`src/rtl/dual_dec2to4_pkg.sv`:
```
package dual_dec2to4_pkg;
  typedef enum logic {
    STYLE_PUSH_PULL  = 1'b0,
    STYLE_OPEN_DRAIN = 1'b1
  } out_style_e;

  localparam int unsigned GATE_N = 2;
  // gate bit polarity masks: 1 = active-high input
  localparam logic [GATE_N-1:0] GATE_A_HI_MASK = 2'b01;
  localparam logic [GATE_N-1:0] GATE_B_HI_MASK = 2'b00;
endpackage

```
`src/rtl/dd_en_gate.sv`:
```
module dd_en_gate #(
  parameter int unsigned       N_IN    = 2,
  parameter logic [N_IN-1:0]   HI_MASK = '0
) (
  input  logic [N_IN-1:0] gate_i,
  output logic            on_o
);
  logic [N_IN-1:0] term;

  for (genvar i = 0; i < N_IN; i++) begin : g_term
    if (HI_MASK[i]) begin : g_hi
      assign term[i] = gate_i[i];
    end else begin : g_lo
      assign term[i] = ~gate_i[i];
    end
  end

  assign on_o = &term;
endmodule

```
`src/rtl/dd_dec_sect.sv`:
```
module dd_dec_sect #(
  parameter int unsigned ADDR_W = 2,
  localparam int unsigned N_OUT = 1 << ADDR_W
) (
  input  logic [ADDR_W-1:0] addr_i,
  input  logic              on_i,
  output logic [N_OUT-1:0]  lvl_no
);
  for (genvar i = 0; i < N_OUT; i++) begin : g_out
    assign lvl_no[i] = ~(on_i && (addr_i == ADDR_W'(i)));
  end
endmodule

```
`src/rtl/dd_out_stage.sv`:
```
module dd_out_stage
  import dual_dec2to4_pkg::*;
#(
  parameter int unsigned N = 4
) (
  input  logic [N-1:0] lvl_ni,
  input  out_style_e   style_i,
  output logic [N-1:0] val_o,
  output logic [N-1:0] drv_o
);
  always_comb begin
    if (style_i == STYLE_OPEN_DRAIN) begin
      val_o = '0;
      drv_o = ~lvl_ni;   // pull only where selected
    end else begin
      val_o = lvl_ni;
      drv_o = '1;
    end
  end
endmodule

```
`src/rtl/dual_dec2to4.sv`:
```
module dual_dec2to4
  import dual_dec2to4_pkg::*;
#(
  parameter int unsigned ADDR_W = 2,
  localparam int unsigned N_OUT = 1 << ADDR_W
) (
  input  logic [ADDR_W-1:0] addr_i,
  input  logic              ga_hi_i,
  input  logic              ga_lo_ni,
  input  logic              gb0_ni,
  input  logic              gb1_ni,
  input  logic              od_i,
  input  logic              wide_i,
  output logic [N_OUT-1:0]  a_val_o,
  output logic [N_OUT-1:0]  a_drv_o,
  output logic [N_OUT-1:0]  b_val_o,
  output logic [N_OUT-1:0]  b_drv_o
);
  logic [GATE_N-1:0] gate_a, gate_b;
  logic              on_a, on_b;
  logic [N_OUT-1:0]  lvl_a_n, lvl_b_n;
  out_style_e        style;

  assign style  = out_style_e'(od_i);
  assign gate_a = {ga_lo_ni, ga_hi_i};
  // eight-way: bit 2 and common enable both land on the b gate
  assign gate_b = wide_i ? {ga_lo_ni, ga_hi_i} : {gb1_ni, gb0_ni};

  dd_en_gate #(.N_IN(GATE_N), .HI_MASK(GATE_A_HI_MASK)) u_gate_a (
    .gate_i (gate_a),
    .on_o   (on_a)
  );

  dd_en_gate #(.N_IN(GATE_N), .HI_MASK(GATE_B_HI_MASK)) u_gate_b (
    .gate_i (gate_b),
    .on_o   (on_b)
  );

  dd_dec_sect #(.ADDR_W(ADDR_W)) u_sect_a (
    .addr_i (addr_i),
    .on_i   (on_a),
    .lvl_no (lvl_a_n)
  );

  dd_dec_sect #(.ADDR_W(ADDR_W)) u_sect_b (
    .addr_i (addr_i),
    .on_i   (on_b),
    .lvl_no (lvl_b_n)
  );

  dd_out_stage #(.N(N_OUT)) u_out_a (
    .lvl_ni  (lvl_a_n),
    .style_i (style),
    .val_o   (a_val_o),
    .drv_o   (a_drv_o)
  );

  dd_out_stage #(.N(N_OUT)) u_out_b (
    .lvl_ni  (lvl_b_n),
    .style_i (style),
    .val_o   (b_val_o),
    .drv_o   (b_drv_o)
  );
endmodule

```
`config.mk`:
```
export PLATFORM = sky130hd
export DESIGN_NAME = dual_dec2to4
export DESIGN_NICKNAME = d
export VERILOG_FILES = /design/src/rtl/dual_dec2to4_pkg.sv /design/src/rtl/dd_en_gate.sv /design/src/rtl/dd_dec_sect.sv /design/src/rtl/dd_out_stage.sv /design/src/rtl/dual_dec2to4.sv
export SDC_FILE = /design/constraint.sdc
export NUM_CORES = 1
export LEC_CHECK = 0
export BUFFER_PORTS_ARGS = -buffer_cell sky130_fd_sc_hd__buf_2
export CORE_AREA = 2 2 39 41
export DETAILED_ROUTE_END_ITERATION = 7
export DIE_AREA = 0 0 41 43
export MAX_ROUTING_LAYER = met4
export PLACE_DENSITY = 0.38
export SLEW_MARGIN = 20
export SYNTH_ARGS = -nofsm -noshare
export SYNTH_HDL_FRONTEND = slang
export SYNTH_SLANG_ARGS = --single-unit
export TNS_END_PERCENT = 100
```
`constraint.sdc`:
```
create_clock -name vclk -period 1.4
set_clock_uncertainty 0.15 [all_clocks]
set_input_delay 0.07 -clock vclk [all_inputs]
set_output_delay 0.07 -clock vclk [all_outputs]
set_load 0.02 [all_outputs]
```
# --- Word-level counts from Yosys, hierarchy flattened ---
# Cells that the tools add are included.
totals:
  inputBits: 8
  register_bits: 0
  output_inout_bits: 16
classes:
  eq_ne: 3
  n_reduce_logical: 11
  n_bitwise: 13
  muxes: 5
ops:
  columns: ["op", "count"]
  rows:
  - ["$mux 4", 4]
  - ["$not 1->1", 11]
  - ["$logic_and 1x1->1", 8]
  - ["$not 4->4", 2]
  - ["$eq 2x2->1 const B", 2]
  - ["$reduce_and 2->1", 2]
  - ["$eq 2x1->1 const B", 1]
  - ["$logic_not 2->1", 1]
  - ["$mux 2", 1]

# --- Depth between registers and ports, before layout ---
# Gate-level depths: netlist (run 1).
logic_depth:
  ltp_word: 7
  depth_mapped: 4
  depth_no_buf: 3

# --- Modules after synthesis ---
# A second synthesis (run 1) with hierarchy kept.
unflattened:
  hier_cells: 28
  area_unflattened_um2: 177.7
by_module_without_submodules:
  columns: ["mod", "cells_per_inst", "instances", "seq_area_each_um2", "area_each_um2"]
  rows:
  - ["dd_out_stage", 8, 2, 0.0, 40.0]
  - ["dd_dec_sect", 4, 2, 0.0, 28.8]
  - ["dual_dec2to4", 2, 1, 0.0, 22.5]
  - ["dd_en_gate (u_gate_a)", 1, 1, 0.0, 13.8]
  - ["dd_en_gate (u_gate_b)", 1, 1, 0.0, 3.8]

# --- Worst setup path before layout (run 1) ---
# OpenSTA, ideal clock, no wires.
synth_timing:
  path_kind: "input to output"
  from: "in gb0_ni"
  to: "out b_drv_o[0]"
  arrival_ns: 0.895
  slack_ns: 0.285
  t_required_ns: 1.180
  cell_stages: 3
  cell_sequence: "nor3_2 a21oi_1 o31ai_1"
synth_between:
  elab_chain_cells: 7
synth_lines:
  columns: ["item", "line_no", "text"]
  rows:
  - ["start, declared", "dual_dec2to4.sv:10", "input logic gb0_ni,"]
  - ["$mux 2", "dual_dec2to4.sv:27", "assign gate_b = wide_i ? {ga_lo_ni, ga_hi_i} : {gb1_ni, gb0_ni};"]
  - ["$not 1->1", "dd_en_gate.sv:14", "assign term[i] = ~gate_i[i];"]
  - ["$reduce_and 2->1", "dd_en_gate.sv:18", "assign on_o = &term;"]
  - ["$logic_and 1x1->1", "dd_dec_sect.sv:10", "assign lvl_no[i] = ~(on_i && (addr_i == ADDR_W'(i)));"]
  - ["$not 1->1", "dd_dec_sect.sv:10", null]
  - ["$not 4->4", "dd_out_stage.sv:14", "drv_o = ~lvl_ni;"]
  - ["$mux 4", "dd_out_stage.sv:12", "if (style_i == STYLE_OPEN_DRAIN) begin"]
  - ["end, declared", "dual_dec2to4.sv:17", "output logic [N_OUT-1:0] b_drv_o"]
# Every way passes these cells.

# --- Worst setup path after layout (run 1) ---
# Ends and elaborated chain as after synthesis.

==> qor.csv, run 1 <==
metric,value,unit
status,completed,
cts_resized,0,
netlist.area_leader.share,0.192,
grt_max_degree,17,
maxCapViolCount,0,
ctsHoldBuffers,0,
hp-class,input port to primary output,
n_antenna_cell,0,
gr-total-overflow,0,
start_kind,input port,
wl_per_cell,9.01,um
synth_nets,43,
avgSynthCellArea,5.22,sq um
syn_inst,35,
ys_types,18,
post-route-period-util,0.777,
seq_area,0,sq um
p_per_area,410,mW/mm^2
dpl.hpwl,508,um
die_y,43,um
drtPass1Iterations,2,
synth.largest_area_cell,a21oi_1,
hold_violations,0,
vias_per_cell,4.08,
wirelength,649,um
p_leak,0.169,nW
pin_count,24,
die_w,41,um
critPathRequiredTime,1.18,ns
start_util,0.132,
critPathCaptureType,primary output,
drive_gt1_frac,0.500,
startpoint,gb0_ni,
placed_area,308,sq um
cts_setup_buffers,0,
min_from,addr_i[0],
max_freq,920,MHz
drc_errors,0,
drt_iter0_markers,1,
stdcell_area,308,sq um
core_area,0.00138,sq mm
rsz0062_at_grt,no,
rows,14,
cp_max_fo,4,
finalSetupTns,0,ns
ant_nets,0,
slew-limit-headroom,0.815,
seq_area_frac_synth,0,
antenna_found_initial,0,
clock_buffers,0,
dieArea,0.00176,sq mm
place_congestion,0.600,
area_delta_synth_final,68.5,%
final_max_slew_viol_count,0,
syn-cell-area,183,sq um
setup_viol,0,
ir_drop,0.0000921,V
grt_pass1_wl,1080,um
vias,294,
io_buffers,24,
critPathKind,input port to primary output,
seq_cell_count,0,
crit_arrival,0.87,ns
max_slew.worst_pin.slew,0.277,ns
grtUsageTotal,0.0839,
layout_min_cycle_time,1.09,ns
final_nets,66,
synth.area.top_cells,"a21oi_1 19%, nand2_1 16%, a31oi_1 6.8%",
first_global_vias,242,
yosys_warnings,0,
-- metrics by stage --
stage / cells / setup slack [ns] / hold WS (ns) / total power [mW] / utilization
final: 72 / 0.313 / 0.385 / 0.126 / 0.222
after global placement: 72 / 0.332 / 0.382 / 0.128 / 0.222
after detailed placement: 72 / 0.298 / 0.392 / 0.128 / 0.222
after floorplan: 35 / 0.285 / 0.136 / 0.0826 / -
after global routing: 72 / 0.209 / 0.435 / 0.141 / 0.222
after CTS: 72 / 0.290 / 0.394 / 0.129 / 0.222
-- cell usage in the layout, fill, tap and decap left out, drive strengths merged --
master   n
nor3     1
a21o     1
nor2     2
a31oi    2
o31ai    1
inv      2
nand3    1
and2b    1
nor2b    2
o21ai    3
a21oi    7
buf     25
nand2    8
-- layer usage --
metal  share of wire  global-route usage  up-vias
met2            0.44               0.128       14
met5               0                   -        -
met1            0.46               0.130      119
met4               0                   0        0
met3            0.10                   0        0
li1                -                   -      161
-- worst paths after layout --
| kind | cells after the start | slack, ns | endpoint |
|---|---|---|---|
| max | 5 | 0.31 | b_drv_o[0] |
| min | 3 | 0.38 | b_drv_o[0] |
-- cells by family after synthesis --
kind of cell    synth area share
simple gates               0.411
compound gates             0.425
buf+inv                    0.164
-- power by group --
part           internal (mW)  switching (mW)  total (mW)
combinational         0.0435          0.0828       0.126
clock                      0               0           0
sequential                 0               0           0
-- synth_stat cells (all sizes together) --
cell,instances
a31oi,2
inv,2
buf,3
clkbuf,1
nand3,1
o21ai,3
nor3,1
nor2b,2
and2b,1
o31ai,1
nor2,2
nand2,8
a21oi,7
a21o,1
-- worst max-delay path, cell delays in order --
cell	delay (ns)
buf_2	0.10
nor3_2	0.18
a21oi_1	0.10
o31ai_1	0.21
buf_2	0.20
-- area by class of cell --
type | count | area [sq um]
Fill cell | 176 | 1080
Inverter | 2 | 7.51
Multi-Input combinational cell | 29 | 153
Tap cell | 16 | 20.0
Timing Repair Buffer | 25 | 128
No activity file was read; power rests on OpenSTA's default activity.
==> inputs of run 2 (changes only) <==
clock period = 1.05 ns   (was 1.4 ns; I/O delays follow)
==> qor.csv, run 2 (same netlist as run 1, synthesis figures left out) <==
metric,value,unit
seq_area,0,sq um
slowest_stage,nor3_4,
layout_min_cycle_time,0.981,ns
cp_max_fo,4,
max_slew.worst_pin.slew,0.253,ns
wl_per_cell,8.85,um
crit_buf_inv,2,
dp.cells,73,
dieArea,0.00176,sq mm
rsz0062_at_grt,yes,
seq_cell_count,0,
crit_chain,buf_6 -> nor3_4 -> a21o_1 -> a31oi_1 -> buf_2,
hold_violations,0,
dpl.hpwl,509,um
critPathRequiredTime,0.85,ns
clock_buffers,0,
p_leak,0.183,nW
final_common_cell,buf_2,
cts_setup_buffers,0,
rows,14,
place_congestion,0.617,
crit_arrival,0.78,ns
p_per_area,531,mW/mm^2
hp-class,input port to primary output,
final_cell_mix,"21 x buf_2, 8 x nand2_1, 6 x a21oi_1",
final_max_slew_viol_count,0,
vias_per_cell,4.08,
start_util,0.132,
critPathMaxStageDelay,0.19,ns
ir_drop,0.000137,V
grt_max_degree,17,
pre_cts_slack,-0.0000305,ns
post-route-period-util,0.934,
maxCapViolCount,0,
drive_gt1_frac,0.561,
start_kind,input port,
die_y,43,um
setup_viol,0,
drt_iter0_markers,4,
slew-limit-headroom,0.831,
io_buffers,24,
fin_ws,0.0689,ns
drc_errors,0,
ant_nets,0,
grtUsageTotal,0.0860,
drtPass1Iterations,2,
wirelength,646,um
antenna_found_initial,0,
max_freq,1020,MHz
area_delta_synth_final,90.4,%
n_antenna_cell,0,
gr-total-overflow,0,
cp_top_family,compound AO/OA/AOI/OAI gates,
finalSetupTns,0,ns
critPathKind,input port to primary output,
final_nets,67,
critPathCaptureType,primary output,
grt_pass1_wl,1100,um
die_w,41,um
fin_cells,73,
pin_count,24,
first_global_vias,252,
ctsHoldBuffers,0,
vias,298,
status,completed,
core_area,0.00138,sq mm
==> run 2: tightest hold or removal path: stages <==
cell,delay [ns]
buf_2,0.14
a31oi_1,0.09
buf_2,0.16
==> run 2: final cells by class <==
type | count | area [sq um]
inverter | 2 | 7.51
multi-input combinational | 29 | 170
fill | 173 | 1040
timing repair buffer | 26 | 150
tap | 16 | 20.0
==> run 2: worst paths after layout <==
check	startpoint	endpoint	slack [ns]	depth (start not counted)
worst max-delay path	gb0_ni	b_val_o[3]	0.07	5
worst min-delay path	addr_i[0]	a_val_o[3]	0.35	3
==> run 2: metrics by stage <==
| step | util | area [sq um] | power [mW] | hold WS (ns) |
|---|---|---|---|---|
| CTS | 0.233 | 323 | 0.177 | 0.346 |
| global route | 0.251 | 348 | 0.205 | 0.390 |
| finish | 0.251 | 348 | 0.185 | 0.347 |
| detailed placement | 0.231 | 320 | 0.175 | 0.341 |
| global placement | 0.231 | 320 | 0.175 | 0.342 |
| floorplan | - | 188 | 0.112 | 0.0583 |
==> run 2: power by group <==
part / total, mW / internal, mW / switching [mW]
combinational: 0.185 / 0.0688 / 0.116
clock: 0 / 0 / 0
sequential: 0 / 0 / 0
==> run 2: layer usage <==
layer	wire length, um	share of wire	up-vias	GRT usage
met5	0	0	-	-
met4	0	0	0	0
met3	66	0.10	0	0
met2	275	0.43	14	0.119
met1	303	0.47	120	0.146
li1	-	-	164	-
==> run 2: what timing repair did <==
item | CTS | global route
setup endpoints to repair | 1 | 8
resized for setup | 1 | 5
pin swaps | 0 | 3
gates cloned | 0 | 0
==> inputs of run 3 (changes only) <==
GPL_TIMING_DRIVEN = 0   (was default)
MAX_ROUTING_LAYER = default   (was met4)
==> qor.csv, run 3 (same netlist as run 1, synthesis figures left out) <==
metric,value,unit
maxCapViolCount,0,
layout_min_cycle_time,1.02,ns
place_congestion,0.608,
rsz0062_at_grt,yes,
critPathKind,input port to primary output,
vias,300,
wirelength,661,um
crit_arrival,0.81,ns
die_y,43,um
slew-limit-headroom,0.864,
hold_violations,0,
dp.cells,73,
clock_buffers,0,
start_kind,input port,
n_antenna_cell,0,
post-route-period-util,0.968,
drtPass1Iterations,3,
max_slew.worst_pin.slew,0.204,ns
final_nets,67,
first_global_vias,241,
dieArea,0.00176,sq mm
max_freq,984,MHz
wl_per_cell,9.05,um
p_leak,0.185,nW
final_common_cell,buf_2,
pin_count,24,
cp-endpoint,b_drv_o[0],
hp-class,input port to primary output,
critPathRequiredTime,0.85,ns
finalSetupTns,0,ns
cp_max_fo,4,
placed_area,318,sq um
area_delta_synth_final,93.2,%
io_buffers,22,
gr-total-overflow,0,
setup_viol,0,
grt_max_degree,11,
vias_per_cell,4.11,
die_w,41,um
num-fill-cells,172,
p_per_area,534,mW/mm^2
startpoint,gb0_ni,
grtUsageTotal,0.0739,
ir_drop,0.000145,V
fin_cells,73,
final_cell_mix,"18 x buf_2, 8 x nand2_1, 6 x a21oi_1",
rows,14,
drt_iter0_markers,5,
drc_errors,0,
final_max_slew_viol_count,0,
critPathCaptureType,primary output,
grt_pass1_wl,986,um
stdcell_area,353,sq um
status,completed,
start_util,0.132,
drive_gt1_frac,0.561,
core_area,0.00138,sq mm
seq_cell_count,0,
antenna_found_initial,0,
seq_area,0,sq um
ant_nets,0,
cts_setup_buffers,0,
[run 3: cell types whose count changed in the layout (fill, tap and decap cells not counted)]
cell      before  now
buf_2         21   18
buf_4          3    5
clkbuf_2       0    1
[run 3: area by class of cell]
class                      instances  area (sq um)  share of cell area
tap                               16          20.0              0.0567
inverter                           2          7.51              0.0213
multi-input combinational         29           170               0.482
buffer                             4          22.5              0.0638
timing repair buffer              22           133               0.376
[run 3: timing repair]
action / CTS / global route
cloned: 0 / 0
pin swaps: 0 / 2
endpoints found under the setup margin: 1 / 8
hold buffers: 0 / 0
resized for setup: 1 / 8
[run 3: worst min-delay path by stage]
| stage | from | endpoint | slack (ns) | depth (start not counted) |
|---|---|---|---|---|
| after floorplan | addr_i[1] | b_drv_o[0] | 0.06 | 1 |
| after global placement | addr_i[0] | b_drv_o[0] | 0.30 | 3 |
| after detailed placement | addr_i[0] | b_drv_o[0] | 0.30 | 3 |
| after CTS | od_i | a_val_o[0] | 0.30 | 3 |
| after global routing | addr_i[0] | b_drv_o[0] | 0.31 | 3 |
| final | addr_i[0] | b_drv_o[0] | 0.29 | 3 |
[run 3: through the flow]
| stage | power, mW | util | setup WS [ns] | hold WS [ns] |
|---|---|---|---|---|
| after floorplan | 0.112 | - | 0.00836 | 0.0583 |
| after global placement | 0.174 | 0.230 | 0.00864 | 0.298 |
| after detailed placement | 0.174 | 0.230 | -0.00676 | 0.300 |
| after CTS | 0.176 | 0.231 | 0.00340 | 0.303 |
| after global routing | 0.208 | 0.255 | -0.0536 | 0.311 |
| final | 0.188 | 0.255 | 0.0341 | 0.292 |
[run 3: per-layer routing]
| layer | up-vias | GRT usage | routed length (um) |
|---|---|---|---|
| met5 | - | 0 | 0 |
| met4 | 0 | 0 | 0 |
| met3 | 0 | 0 | 69 |
| met2 | 14 | 0.109 | 280 |
| met1 | 123 | 0.123 | 311 |
| li1 | 163 | - | - |
[run 3: power breakdown]
group	internal [mW]	switching, mW
Combinational	0.0720	0.116
Clock	0	0
Sequential	0	0
Total	0.0720	0.116
[run 3: worst max-delay path, cell delays in order]
cell and delay [ns]:
buf_6 0.09, nor3_4 0.19, a21oi_2 0.08, o31ai_2 0.22, buf_4 0.17
